$ cat config.mk
export PLATFORM = sky130hd
export DESIGN_NAME = mmu_move_unit
export DESIGN_NICKNAME = d
export VERILOG_FILES = /design/src/rtl/mmu_move_pkg.sv /design/src/rtl/mmu_tc_check.sv /design/src/rtl/mmu_move_ctrl.sv /design/src/rtl/mmu_move_dp.sv /design/src/rtl/mmu_move_unit.sv
export SDC_FILE = /design/constraint.sdc
export NUM_CORES = 1
export LEC_CHECK = 0
export ABC_AREA = 1
export BUFFER_PORTS_ARGS = -buffer_cell sky130_fd_sc_hd__buf_4
export CAP_MARGIN = 20
export CORE_MARGIN = 8
export CORE_UTILIZATION = 50
export DETAILED_ROUTE_END_ITERATION = 8
export PLACE_DENSITY = 0.74
export SLEW_MARGIN = 25
export SYNTH_ARGS = -nofsm -noshare
export SYNTH_HDL_FRONTEND = slang
export SYNTH_HIERARCHICAL = 1
export SYNTH_SLANG_ARGS = --single-unit
$ cat constraint.sdc
create_clock -name clk -period 7.7 [get_ports clk]
set_clock_uncertainty 0.05 [all_clocks]
set_input_delay 2.31 -clock clk [delete_from_list [all_inputs] [get_ports clk]]
set_output_delay 2.31 -clock clk [all_outputs]
set_load 0.02 [all_outputs]
$ cat src/rtl/mmu_move_pkg.sv
package mmu_move_pkg;

  typedef enum logic [2:0] {
    SEL_NONE = 3'd0,
    SEL_TC   = 3'd1,
    SEL_SRP  = 3'd2,
    SEL_CRP  = 3'd3,
    SEL_TT0  = 3'd4,
    SEL_TT1  = 3'd5,
    SEL_SR   = 3'd6
  } regSel_e;

  typedef enum logic [1:0] {
    SZ_WORD = 2'd0,
    SZ_LONG = 2'd1,
    SZ_QUAD = 2'd2
  } xferSize_e;

  typedef struct packed {
    logic    wrEn;
    logic    rdEn;
    regSel_e sel;
  } dpStrobe_t;

  localparam logic [9:0] OPCODE_HI    = 10'b1111_0000_00;
  localparam logic [2:0] CLASS_ROOTTC = 3'b010;
  localparam logic [2:0] CLASS_TT     = 3'b000;
  localparam logic [5:0] STATUS_HI    = 6'b011000;

endpackage

$ cat src/rtl/mmu_tc_check.sv
module mmu_tc_check #(
  parameter int FIELD_W   = 4,
  parameter int TI_COUNT  = 4,
  parameter int ADDR_BITS = 32,
  parameter int MIN_PAGE  = 8,
  localparam int CHECK_W  = (TI_COUNT + 2) * FIELD_W,
  localparam int SUM_W    = $clog2((TI_COUNT + 2) * (1 << FIELD_W)) + 1
) (
  input  logic [CHECK_W-1:0] tcVal,
  output logic               tcBad
);

  logic [FIELD_W-1:0] tiField [TI_COUNT];
  logic [FIELD_W-1:0] pageSize;
  logic [FIELD_W-1:0] initShift;

  assign pageSize  = tcVal[CHECK_W-1 -: FIELD_W];
  assign initShift = tcVal[CHECK_W-FIELD_W-1 -: FIELD_W];

  // tiField[0] is the first-level index (most significant of the group)
  genvar g;
  generate
    for (g = 0; g < TI_COUNT; g++) begin : gTi
      assign tiField[g] = tcVal[(TI_COUNT-g)*FIELD_W-1 -: FIELD_W];
    end
  endgenerate

  logic [SUM_W-1:0] total;
  logic             counting;

  always_comb begin
    total    = SUM_W'(pageSize) + SUM_W'(initShift);
    counting = 1'b1;
    for (int i = 0; i < TI_COUNT; i++) begin
      if (tiField[i] == '0) counting = 1'b0;
      if (counting) total = total + SUM_W'(tiField[i]);
    end
    tcBad = (total != SUM_W'(ADDR_BITS)) || (int'(pageSize) < MIN_PAGE);
  end

endmodule

$ cat src/rtl/mmu_move_ctrl.sv
module mmu_move_ctrl
  import mmu_move_pkg::*;
#(
  parameter int WORD_W = 16
) (
  input  logic              clk,
  input  logic              rstN,
  input  logic              startValid,
  input  logic              supervisor,
  input  logic [WORD_W-1:0] opWord0,
  input  logic [WORD_W-1:0] opWord1,
  output dpStrobe_t         strobe,
  output logic              doneValid,
  output logic              excIllegal,
  output logic              excPriv,
  output logic              flushReq
);

  logic [2:0] eaMode;
  logic [2:0] eaReg;
  logic       opcodeOk;
  logic       eaOk;
  regSel_e    sel;
  logic       dirStore;
  logic       noFlush;
  logic       legal;
  logic       accept;

  assign eaMode   = opWord0[5:3];
  assign eaReg    = opWord0[2:0];
  assign opcodeOk = opWord0[15:6] == OPCODE_HI;

  always_comb begin
    unique case (eaMode)
      3'b010, 3'b101, 3'b110: eaOk = 1'b1;
      3'b111:                 eaOk = (eaReg == 3'b000) || (eaReg == 3'b001);
      default:                eaOk = 1'b0;
    endcase
  end

  // second-word register selection and flags
  always_comb begin
    sel      = SEL_NONE;
    dirStore = opWord1[9];
    noFlush  = opWord1[8];
    if (opWord1[15:10] == STATUS_HI && opWord1[8:0] == '0) begin
      sel     = SEL_SR;
      noFlush = 1'b1;
    end else if (opWord1[7:0] == '0) begin
      if (opWord1[15:13] == CLASS_ROOTTC) begin
        unique case (opWord1[12:10])
          3'b000:  sel = SEL_TC;
          3'b010:  sel = SEL_SRP;
          3'b011:  sel = SEL_CRP;
          default: sel = SEL_NONE;
        endcase
      end else if (opWord1[15:13] == CLASS_TT) begin
        unique case (opWord1[12:10])
          3'b010:  sel = SEL_TT0;
          3'b011:  sel = SEL_TT1;
          default: sel = SEL_NONE;
        endcase
      end
    end
  end

  assign legal  = opcodeOk && eaOk && (sel != SEL_NONE);
  assign accept = startValid && supervisor && legal;

  always_comb begin
    strobe.wrEn = accept && !dirStore;
    strobe.rdEn = accept && dirStore;
    strobe.sel  = sel;
  end

  always_ff @(posedge clk) begin
    if (!rstN) begin
      doneValid  <= 1'b0;
      excIllegal <= 1'b0;
      excPriv    <= 1'b0;
      flushReq   <= 1'b0;
    end else begin
      doneValid  <= accept;
      excPriv    <= startValid && !supervisor;
      excIllegal <= startValid && supervisor && !legal;
      flushReq   <= accept && !dirStore && !noFlush;
    end
  end

  AST_STROBE_EXCL: assert property (@(posedge clk) disable iff (!rstN)
    !(strobe.wrEn && strobe.rdEn));
  AST_PRIV_BLOCKS: assert property (@(posedge clk) disable iff (!rstN)
    (startValid && !supervisor) |=> excPriv && !doneValid && !excIllegal);

endmodule

$ cat src/rtl/mmu_move_dp.sv
module mmu_move_dp
  import mmu_move_pkg::*;
#(
  parameter int ROOT_W    = 64,
  parameter int CTRL_W    = 32,
  parameter int STAT_W    = 16,
  parameter int DT_LSB    = 32,
  parameter int FIELD_W   = 4,
  parameter int TI_COUNT  = 4,
  parameter int ADDR_BITS = 32,
  parameter int MIN_PAGE  = 8,
  localparam int CHECK_W  = (TI_COUNT + 2) * FIELD_W
) (
  input  logic              clk,
  input  logic              rstN,
  input  dpStrobe_t         strobe,
  input  logic [ROOT_W-1:0] loadData,
  output logic              cfgErr,
  output logic              storeValid,
  output logic [1:0]        storeSize,
  output logic [ROOT_W-1:0] storeData
);

  logic [ROOT_W-1:0] crpReg, srpReg;
  logic [CTRL_W-1:0] tcReg, tt0Reg, tt1Reg;
  logic [STAT_W-1:0] srReg;

  logic tcBad;
  logic rootBad;
  logic errNext;

  mmu_tc_check #(
    .FIELD_W  (FIELD_W),
    .TI_COUNT (TI_COUNT),
    .ADDR_BITS(ADDR_BITS),
    .MIN_PAGE (MIN_PAGE)
  ) u_tcCheck (
    .tcVal(loadData[CHECK_W-1:0]),
    .tcBad(tcBad)
  );

  assign rootBad = loadData[DT_LSB+1:DT_LSB] == 2'b00;

  always_comb begin
    unique case (strobe.sel)
      SEL_SRP, SEL_CRP: errNext = rootBad;
      SEL_TC:           errNext = tcBad;
      default:          errNext = 1'b0;
    endcase
  end

  // register file
  always_ff @(posedge clk) begin
    if (!rstN) begin
      crpReg <= '0;
      srpReg <= '0;
      tcReg  <= '0;
      tt0Reg <= '0;
      tt1Reg <= '0;
      srReg  <= '0;
    end else if (strobe.wrEn) begin
      unique case (strobe.sel)
        SEL_CRP: crpReg <= loadData;
        SEL_SRP: srpReg <= loadData;
        SEL_TC:  tcReg  <= loadData[CTRL_W-1:0];
        SEL_TT0: tt0Reg <= loadData[CTRL_W-1:0];
        SEL_TT1: tt1Reg <= loadData[CTRL_W-1:0];
        SEL_SR:  srReg  <= loadData[STAT_W-1:0];
        default: ;
      endcase
    end
  end

  logic [ROOT_W-1:0] rdData;
  xferSize_e         rdSize;

  always_comb begin
    rdData = '0;
    rdSize = SZ_LONG;
    unique case (strobe.sel)
      SEL_CRP: begin rdData = crpReg;           rdSize = SZ_QUAD; end
      SEL_SRP: begin rdData = srpReg;           rdSize = SZ_QUAD; end
      SEL_TC:  rdData = ROOT_W'(tcReg);
      SEL_TT0: rdData = ROOT_W'(tt0Reg);
      SEL_TT1: rdData = ROOT_W'(tt1Reg);
      SEL_SR:  begin rdData = ROOT_W'(srReg);   rdSize = SZ_WORD; end
      default: ;
    endcase
  end

  always_ff @(posedge clk) begin
    if (!rstN) begin
      cfgErr     <= 1'b0;
      storeValid <= 1'b0;
      storeSize  <= 2'd0;
      storeData  <= '0;
    end else begin
      cfgErr     <= strobe.wrEn && errNext;
      storeValid <= strobe.rdEn;
      storeSize  <= strobe.rdEn ? 2'(rdSize) : 2'd0;
      storeData  <= strobe.rdEn ? rdData : '0;
    end
  end

  AST_SR_KEEP: assert property (@(posedge clk) disable iff (!rstN)
    (!strobe.wrEn || strobe.sel != SEL_SR) |=> $stable(srReg));
  AST_STORE_NO_WRITE: assert property (@(posedge clk) disable iff (!rstN)
    strobe.rdEn |=> $stable(crpReg) && $stable(srpReg) && $stable(tcReg));
  AST_STORE_QUIET: assert property (@(posedge clk) disable iff (!rstN)
    !storeValid |-> storeData == '0);

endmodule

$ cat src/rtl/mmu_move_unit.sv
module mmu_move_unit
  import mmu_move_pkg::*;
#(
  parameter int WORD_W    = 16,
  parameter int ROOT_W    = 64,
  parameter int CTRL_W    = 32,
  parameter int STAT_W    = 16,
  parameter int DT_LSB    = 32,
  parameter int FIELD_W   = 4,
  parameter int TI_COUNT  = 4,
  parameter int ADDR_BITS = 32,
  parameter int MIN_PAGE  = 8
) (
  input  logic              clk,
  input  logic              rstN,
  input  logic              startValid,
  input  logic              supervisor,
  input  logic [WORD_W-1:0] opWord0,
  input  logic [WORD_W-1:0] opWord1,
  input  logic [ROOT_W-1:0] loadData,
  output logic              doneValid,
  output logic              excIllegal,
  output logic              excPriv,
  output logic              flushReq,
  output logic              cfgErr,
  output logic              storeValid,
  output logic [1:0]        storeSize,
  output logic [ROOT_W-1:0] storeData
);

  dpStrobe_t strobe;

  mmu_move_ctrl #(.WORD_W(WORD_W)) u_ctrl (
    .clk       (clk),
    .rstN      (rstN),
    .startValid(startValid),
    .supervisor(supervisor),
    .opWord0   (opWord0),
    .opWord1   (opWord1),
    .strobe    (strobe),
    .doneValid (doneValid),
    .excIllegal(excIllegal),
    .excPriv   (excPriv),
    .flushReq  (flushReq)
  );

  mmu_move_dp #(
    .ROOT_W   (ROOT_W),
    .CTRL_W   (CTRL_W),
    .STAT_W   (STAT_W),
    .DT_LSB   (DT_LSB),
    .FIELD_W  (FIELD_W),
    .TI_COUNT (TI_COUNT),
    .ADDR_BITS(ADDR_BITS),
    .MIN_PAGE (MIN_PAGE)
  ) u_dp (
    .clk       (clk),
    .rstN      (rstN),
    .strobe    (strobe),
    .loadData  (loadData),
    .cfgErr    (cfgErr),
    .storeValid(storeValid),
    .storeSize (storeSize),
    .storeData (storeData)
  );

  AST_EXC_EXCLUSIVE: assert property (@(posedge clk) disable iff (!rstN)
    !(excIllegal && excPriv));
  AST_EXC_NO_WORK: assert property (@(posedge clk) disable iff (!rstN)
    (excIllegal || excPriv) |-> !doneValid && !storeValid && !flushReq);
  AST_FLUSH_ON_LOAD: assert property (@(posedge clk) disable iff (!rstN)
    flushReq |-> doneValid && !storeValid);
  AST_CFG_ON_LOAD: assert property (@(posedge clk) disable iff (!rstN)
    cfgErr |-> doneValid && !storeValid);
  AST_DONE_AFTER_START: assert property (@(posedge clk) disable iff (!rstN)
    doneValid |-> $past(startValid));

endmodule

# Yosys cells after proc, flatten, opt, wreduce, memory -nomap -nowiden
# Cells that the tools add are included.
dict set report op_classes {
  add_sub_neg 5
  n_mux 19
  magnitude_cmp 1
  n_eq_ne 17
  reduce_logical 37
}
# op count
set ops {}
lappend ops {{64-bit case mux with 6 select lines} 1}
lappend ops {{8-bit by 4-bit adder with 8-bit output} 4}
lappend ops {{8-bit 2-to-1 mux} 4}
lappend ops {{3-bit by 2-bit equality test with 1-bit output, second input constant} 6}
lappend ops {{3-bit equality test, second input constant} 6}
lappend ops {{4-bit logical NOT} 4}
lappend ops {{2-bit AND reduction} 7}
lappend ops {{3-bit 2-to-1 mux} 4}
lappend ops {{1-bit logical AND} 11}
lappend ops {{10-bit equality test, second input constant} 1}
lappend ops {{3-bit logical NOT} 3}
lappend ops {{9-bit logical NOT} 1}
lappend ops {{8-bit logical NOT} 1}
lappend ops {{8-bit by 6-bit != test with 1-bit output, second input constant} 1}
lappend ops {{3-bit by 1-bit equality test with 1-bit output, second input constant} 2}
lappend ops {{6-bit by 5-bit equality test with 1-bit output, second input constant} 1}
lappend ops {{2-bit case mux with 3 select lines} 1}
lappend ops {{3-bit case mux with 2 select lines} 1}
lappend ops {{4-bit by 4-bit adder with 5-bit output} 1}
lappend ops {{1-bit 2-to-1 mux} 5}
lappend ops {{1-bit logical NOT} 4}
lappend ops {{4-bit less-than comparator, second input constant} 1}
lappend ops {{1-bit case mux with 2 select lines} 2}
lappend ops {{2-bit case mux with 2 select lines} 1}
lappend ops {{other kinds (5)} 6}
dict set report totals {
  inputBits 100
  ff_bits 312
}

# Logic depth before layout (Yosys ltp)
dict set report depth {
  word_depth 13
  depth_mapped 33
}

# Cells and area by module
# The synthesis kept the hierarchy.
# mod seq_area_each_um2 area_per_inst_um2 n_inst cells_each
set by_module_without_submodules {}
lappend by_module_without_submodules {mmu_move_dp 6165.9 12130.4 1 1619}
lappend by_module_without_submodules {mmu_tc_check 0.0 1372.6 1 229}
lappend by_module_without_submodules {mmu_move_ctrl 80.1 424.2 1 71}

# Least setup slack after synthesis
# No wires, ideal clock.
dict set report synth_path {
  path_kind {in2reg}
  startpoint {input port loadData[16]}
  endpoint {register u_dp.cfgErr}
  n_path_buf 0
  path_stages 27
  required_ps 7534
  setup_ps 116
  setup_slack_ps 1227
  arrival_ps 6307
  cell_sequence {ha_1 > fa_1 > inv_1 > fa_1 > xor2_1 > a21oi_1 > ha_1 > or2_2 > a21oi_1 > nand3b_1 > nand2_1 > ha_1 > inv_1 > xor2_1 > nand2_1 > nand2_1 > inv_1 > ha_1 > a21oi_1 > nor2_1 > nand3_1 > nand2_1 > nand2_1 > nor2_2 > nand3_2 > nand2_1 > a21oi_1}
}
dict set report synth_via {
  elab_chain_cells 13
}
# element line_no
set synth_rtl {}
lappend synth_rtl {{from (decl)} mmu_move_unit.sv:20} ;# input logic [ROOT_W-1:0] loadData,
lappend synth_rtl {{4-bit by 4-bit adder with 5-bit output (*)} mmu_tc_check.sv:32} ;# total = SUM_W'(pageSize) + SUM_W'(initShift);
lappend synth_rtl {{8-bit by 4-bit adder with 8-bit output} mmu_tc_check.sv:36} ;# if (counting) total = total + SUM_W'(tiField[i]);
lappend synth_rtl {{8-bit 2-to-1 mux (*)} mmu_tc_check.sv:36}
lappend synth_rtl {{8-bit by 4-bit adder with 8-bit output} mmu_tc_check.sv:36}
lappend synth_rtl {{8-bit 2-to-1 mux (*)} mmu_tc_check.sv:36}
lappend synth_rtl {{8-bit by 4-bit adder with 8-bit output} mmu_tc_check.sv:36}
lappend synth_rtl {{8-bit 2-to-1 mux (*)} mmu_tc_check.sv:36}
lappend synth_rtl {{8-bit by 4-bit adder with 8-bit output} mmu_tc_check.sv:36}
lappend synth_rtl {{8-bit 2-to-1 mux (*)} mmu_tc_check.sv:36}
lappend synth_rtl {{8-bit by 6-bit != test with 1-bit output (*)} mmu_tc_check.sv:38} ;# tcBad = (total != SUM_W'(ADDR_BITS)) || (int'(pageSize) < MIN_PAGE);
lappend synth_rtl {{1-bit logical OR (*)} mmu_tc_check.sv:38}
lappend synth_rtl {{via u_dp.tcBad} mmu_move_dp.sv:28} ;# logic tcBad;
lappend synth_rtl {{1-bit case mux with 2 select lines (*)} mmu_move_dp.sv:45} ;# unique case (strobe.sel)
lappend synth_rtl {{1-bit logical AND (*)} mmu_move_dp.sv:98} ;# cfgErr <= strobe.wrEn && errNext;
lappend synth_rtl {{to (signal assigned)} mmu_move_dp.sv:98}
lappend synth_rtl {{to (decl)} mmu_move_dp.sv:18} ;# output logic cfgErr,
# Mark *: on every way through the listed nets, which the timed path passes. The rest lies on a longest branch.
# A chain may end at the register's enable or synchronous reset.

# Worst setup path in the final report
# Ends and elaborated chain as after synthesis.

==> results.sh <==
export IMPL_status="finished clean"
export IMPL_crit_top_cell="nand2_1"
export IMPL_finalSetupViolations=0
export IMPL_cp_arrival_ns=7.04
export IMPL_finalHoldViolations=0
export IMPL_synth_edf_count=0
export IMPL_die_h_um=182.9
export IMPL_clock_sinks=312
export IMPL_yosys_mux_area_fraction_pct=0
export IMPL_dr_total_vias=13240
export IMPL_final_period_utilization_pct=85.82
export IMPL_postLayoutCoreUtil_pct=58.82
export IMPL_drt_total_wl_mm=40.23
export IMPL_synth_simple_area_share_pct=27.99
export IMPL_avgSynthCellArea_um2=7.257
export IMPL_io_buffers=170
export IMPL_gr_usage_all_layers_pct=23.01
export IMPL_cts_buffer_depth=3
export IMPL_ys_warn_count=6
export IMPL_yosysTopAreaCellShare_pct=44.85
export IMPL_rsz0062_at_grt="false"
export IMPL_cp_slowest_cell="fa_1"
export IMPL_grt_max_degree=115
export IMPL_p_total_mw=3.540
export IMPL_synth_compound_area_share_pct=14.86
export IMPL_postSynth_asyncResetShare_pct=0
export IMPL_area_growth_pct=16.69
export IMPL_critical_path_startpoint_type="input pin"
export IMPL_cts_resized=0
export IMPL_finalMaxSlewViolations=0
export IMPL_antenna_found_initial=0
export IMPL_gp_congestion=0.8556
export IMPL_root_buffer="clkbuf_16"
export IMPL_initial_utilization_pct=50.41
export IMPL_num_io_pins=172
export IMPL_synthXorXnorAreaFrac_pct=0.3773
export IMPL_synth_top_family_by_area="simple AND/OR/NAND/NOR gates"
export IMPL_fmax_mhz=151.3
export IMPL_cts_clk_slew_worst_paths_ns=0.06
export IMPL_drive_above_1_share_pct=15.17
export IMPL_h_tree_depth=1
export IMPL_cts_inserted_buffers=31
export IMPL_dpl_cell_area_mm2=0.01524
export IMPL_dieArea_mm2=0.03345
export IMPL_fp_dieW_um=182.9
export IMPL_core_area_mm2=0.02763
export IMPL_ant_nets=0
export IMPL_whs_ns=0.3947
export IMPL_cap_violations=0
export IMPL_synth_seq_cells=312
export IMPL_end_kind="register"
export IMPL_yosysMostFrequentCell="nand2_1"
export IMPL_worstSkewPairLatency_ns=0.55
export IMPL_avgViaCountPerCell=5.513
export IMPL_synthFlopType="dfxtp_1"
export IMPL_synth_distinct_cells=38
export IMPL_grt_pass1_vias=12560
export IMPL_yosysSeqAreaShare_pct=44.85
export IMPL_drc=0
export IMPL_tritoncts="yes"
export IMPL_period_needed_ns=6.608
export IMPL_vdd_drop_max_v=0.0001740
export IMPL_syn_area_mm2=0.01393
export IMPL_hpwl_mm=23.56
export IMPL_yosys_area_top_type="dfxtp_1"
export IMPL_gr_total_overflow=0
export IMPL_cp_required_ns=8.13
export IMPL_layout_nets=2130
export IMPL_synth_net_count=2047
export IMPL_dr_first_iter_drc_count=1132
export IMPL_syn_inst=1919
export IMPL_hp_class="reg2reg"
export IMPL_grt_pass1_wl_mm=64.65
export IMPL_worst_path_max_fanout=6
export IMPL_synthAdderAreaFrac_pct=2.785
export IMPL_slew_limit_headroom_pct=36.06
export IMPL_num_rows=61
export IMPL_slowest_delay_ns=0.54
export IMPL_firstDrtPassIters=6
export IMPL_tightestPinTransition_ns=0.9591
export IMPL_num_antenna_cells=0
export IMPL_fin_setup_tns_ns=0
export IMPL_cts_setup_buffers=0
export IMPL_wl_per_cell_um=16.75
export IMPL_leakage_nw=6.451
export IMPL_crit_type="in2reg"
export IMPL_synth_area_top_cells="dfxtp_1, a21oi_1, nand2_1"
export IMPL_postCtsHoldBufs=0
export IMPL_fin_area_mm2=0.01625
export IMPL_ys_top_cells_by_count="nand2_1, dfxtp_1, a21oi_1"
export IMPL_p_per_area_mw_per_mm2=217.8
-- through the flow --
stage	worst slack [ns]	cells
finish	1.092	2402
CTS	1.130	2402
global placement	0.6848	2347
global route	0.7225	2402
detailed placement	0.5810	2347
floorplan	1.227	1919
-- layout by cell type, fill, tap and decap left out, types with 2 or more instances in the layout --
master	n
nand3_2	9
clkbuf_8	8
o21ai_1	40
nor2_4	4
o21ai_2	4
nand3_4	2
a21oi_1	253
fa_1	5
dfxtp_1	312
clkbuf_16	31
xnor2_1	2
or2_2	5
nand4_1	58
buf_4	188
nand3_1	233
xor2_1	4
clkbuf_1	8
nand2_1	324
nand2_4	4
clkinv_2	8
nand2_2	14
inv_2	9
bufinv_16	2
inv_1	155
o21ai_0	112
nor3_1	16
ha_1	23
nor2_2	11
nor2_1	169
-- power by group --
part | switching, mW | internal (mW) | leakage, nW
clock network | 0.611 | 0.879 | 0.497
logic | 0.263 | 0.172 | 3.44
registers | 0.000106 | 1.61 | 2.51
total | 0.874 | 2.67 | 6.45
-- state kept, by name (all words and copies together) (netlist names) --
name	flops
u_dp/storeSize	2
u_dp/cfgErr	1
u_ctrl/flushReq	1
u_ctrl/excIllegal	1
u_ctrl/doneValid	1
u_dp/tt0Reg	32
u_dp/srpReg	64
u_dp/tcReg	32
u_dp/srReg	16
u_ctrl/excPriv	1
u_dp/storeData	64
u_dp/crpReg	64
u_dp/tt1Reg	32
u_dp/storeValid	1
-- layout make-up --
cell class              instances  area [um2]
clock inverters                 8       92.59
fillers                      2533       11380
clock buffers                  47       915.9
well taps                     378       473.0
inverters                     168       636.9
repair buffers                190        1443
multi-input cells            1299        6445
flip-flops and latches        312        6246
-- critical path, delay by kind of cell --
kind / cells / cell delay, ns
adder cells (fa/ha/maj): 6 / 2.07
AND/OR/NAND/NOR: 12 / 1.27
AO/OA/AOI/OAI: 4 / 0.62
buffers and inverters: 5 / 0.44
XOR/XNOR: 2 / 0.32
-- worst paths after layout --
kind / end / startpoint / slack, ns / cells after the start
max: u_dp/cfgErr / loadData[16] / 1.09 / 29
min: u_dp/srpReg[57] / u_dp/srpReg[57] / 0.39 / 2
max reg2reg: u_dp/storeData[15] / u_dp/tt1Reg[15] / 6.65 / 4
min reg2reg: u_dp/srpReg[57] / u_dp/srpReg[57] / 0.39 / 2
-- cell families (layout without fill, tap and decap cells) --
group,Yosys count,in the layout
compound gates,410,410
simple gates,855,855
fa+ha+maj,28,28
flops,312,312
xor+xnor,6,6
buf+inv,308,413
-- per-layer routing --
layer	GRT usage, %	part of all wire (%)	up-vias
li1	-	-	6490
met1	29.50	43	6214
met2	40.11	48	483
met3	3.344	7.5	55
met4	5.986	1.6	0
met5	0	0	-
(Power assumes the default switching activity.)
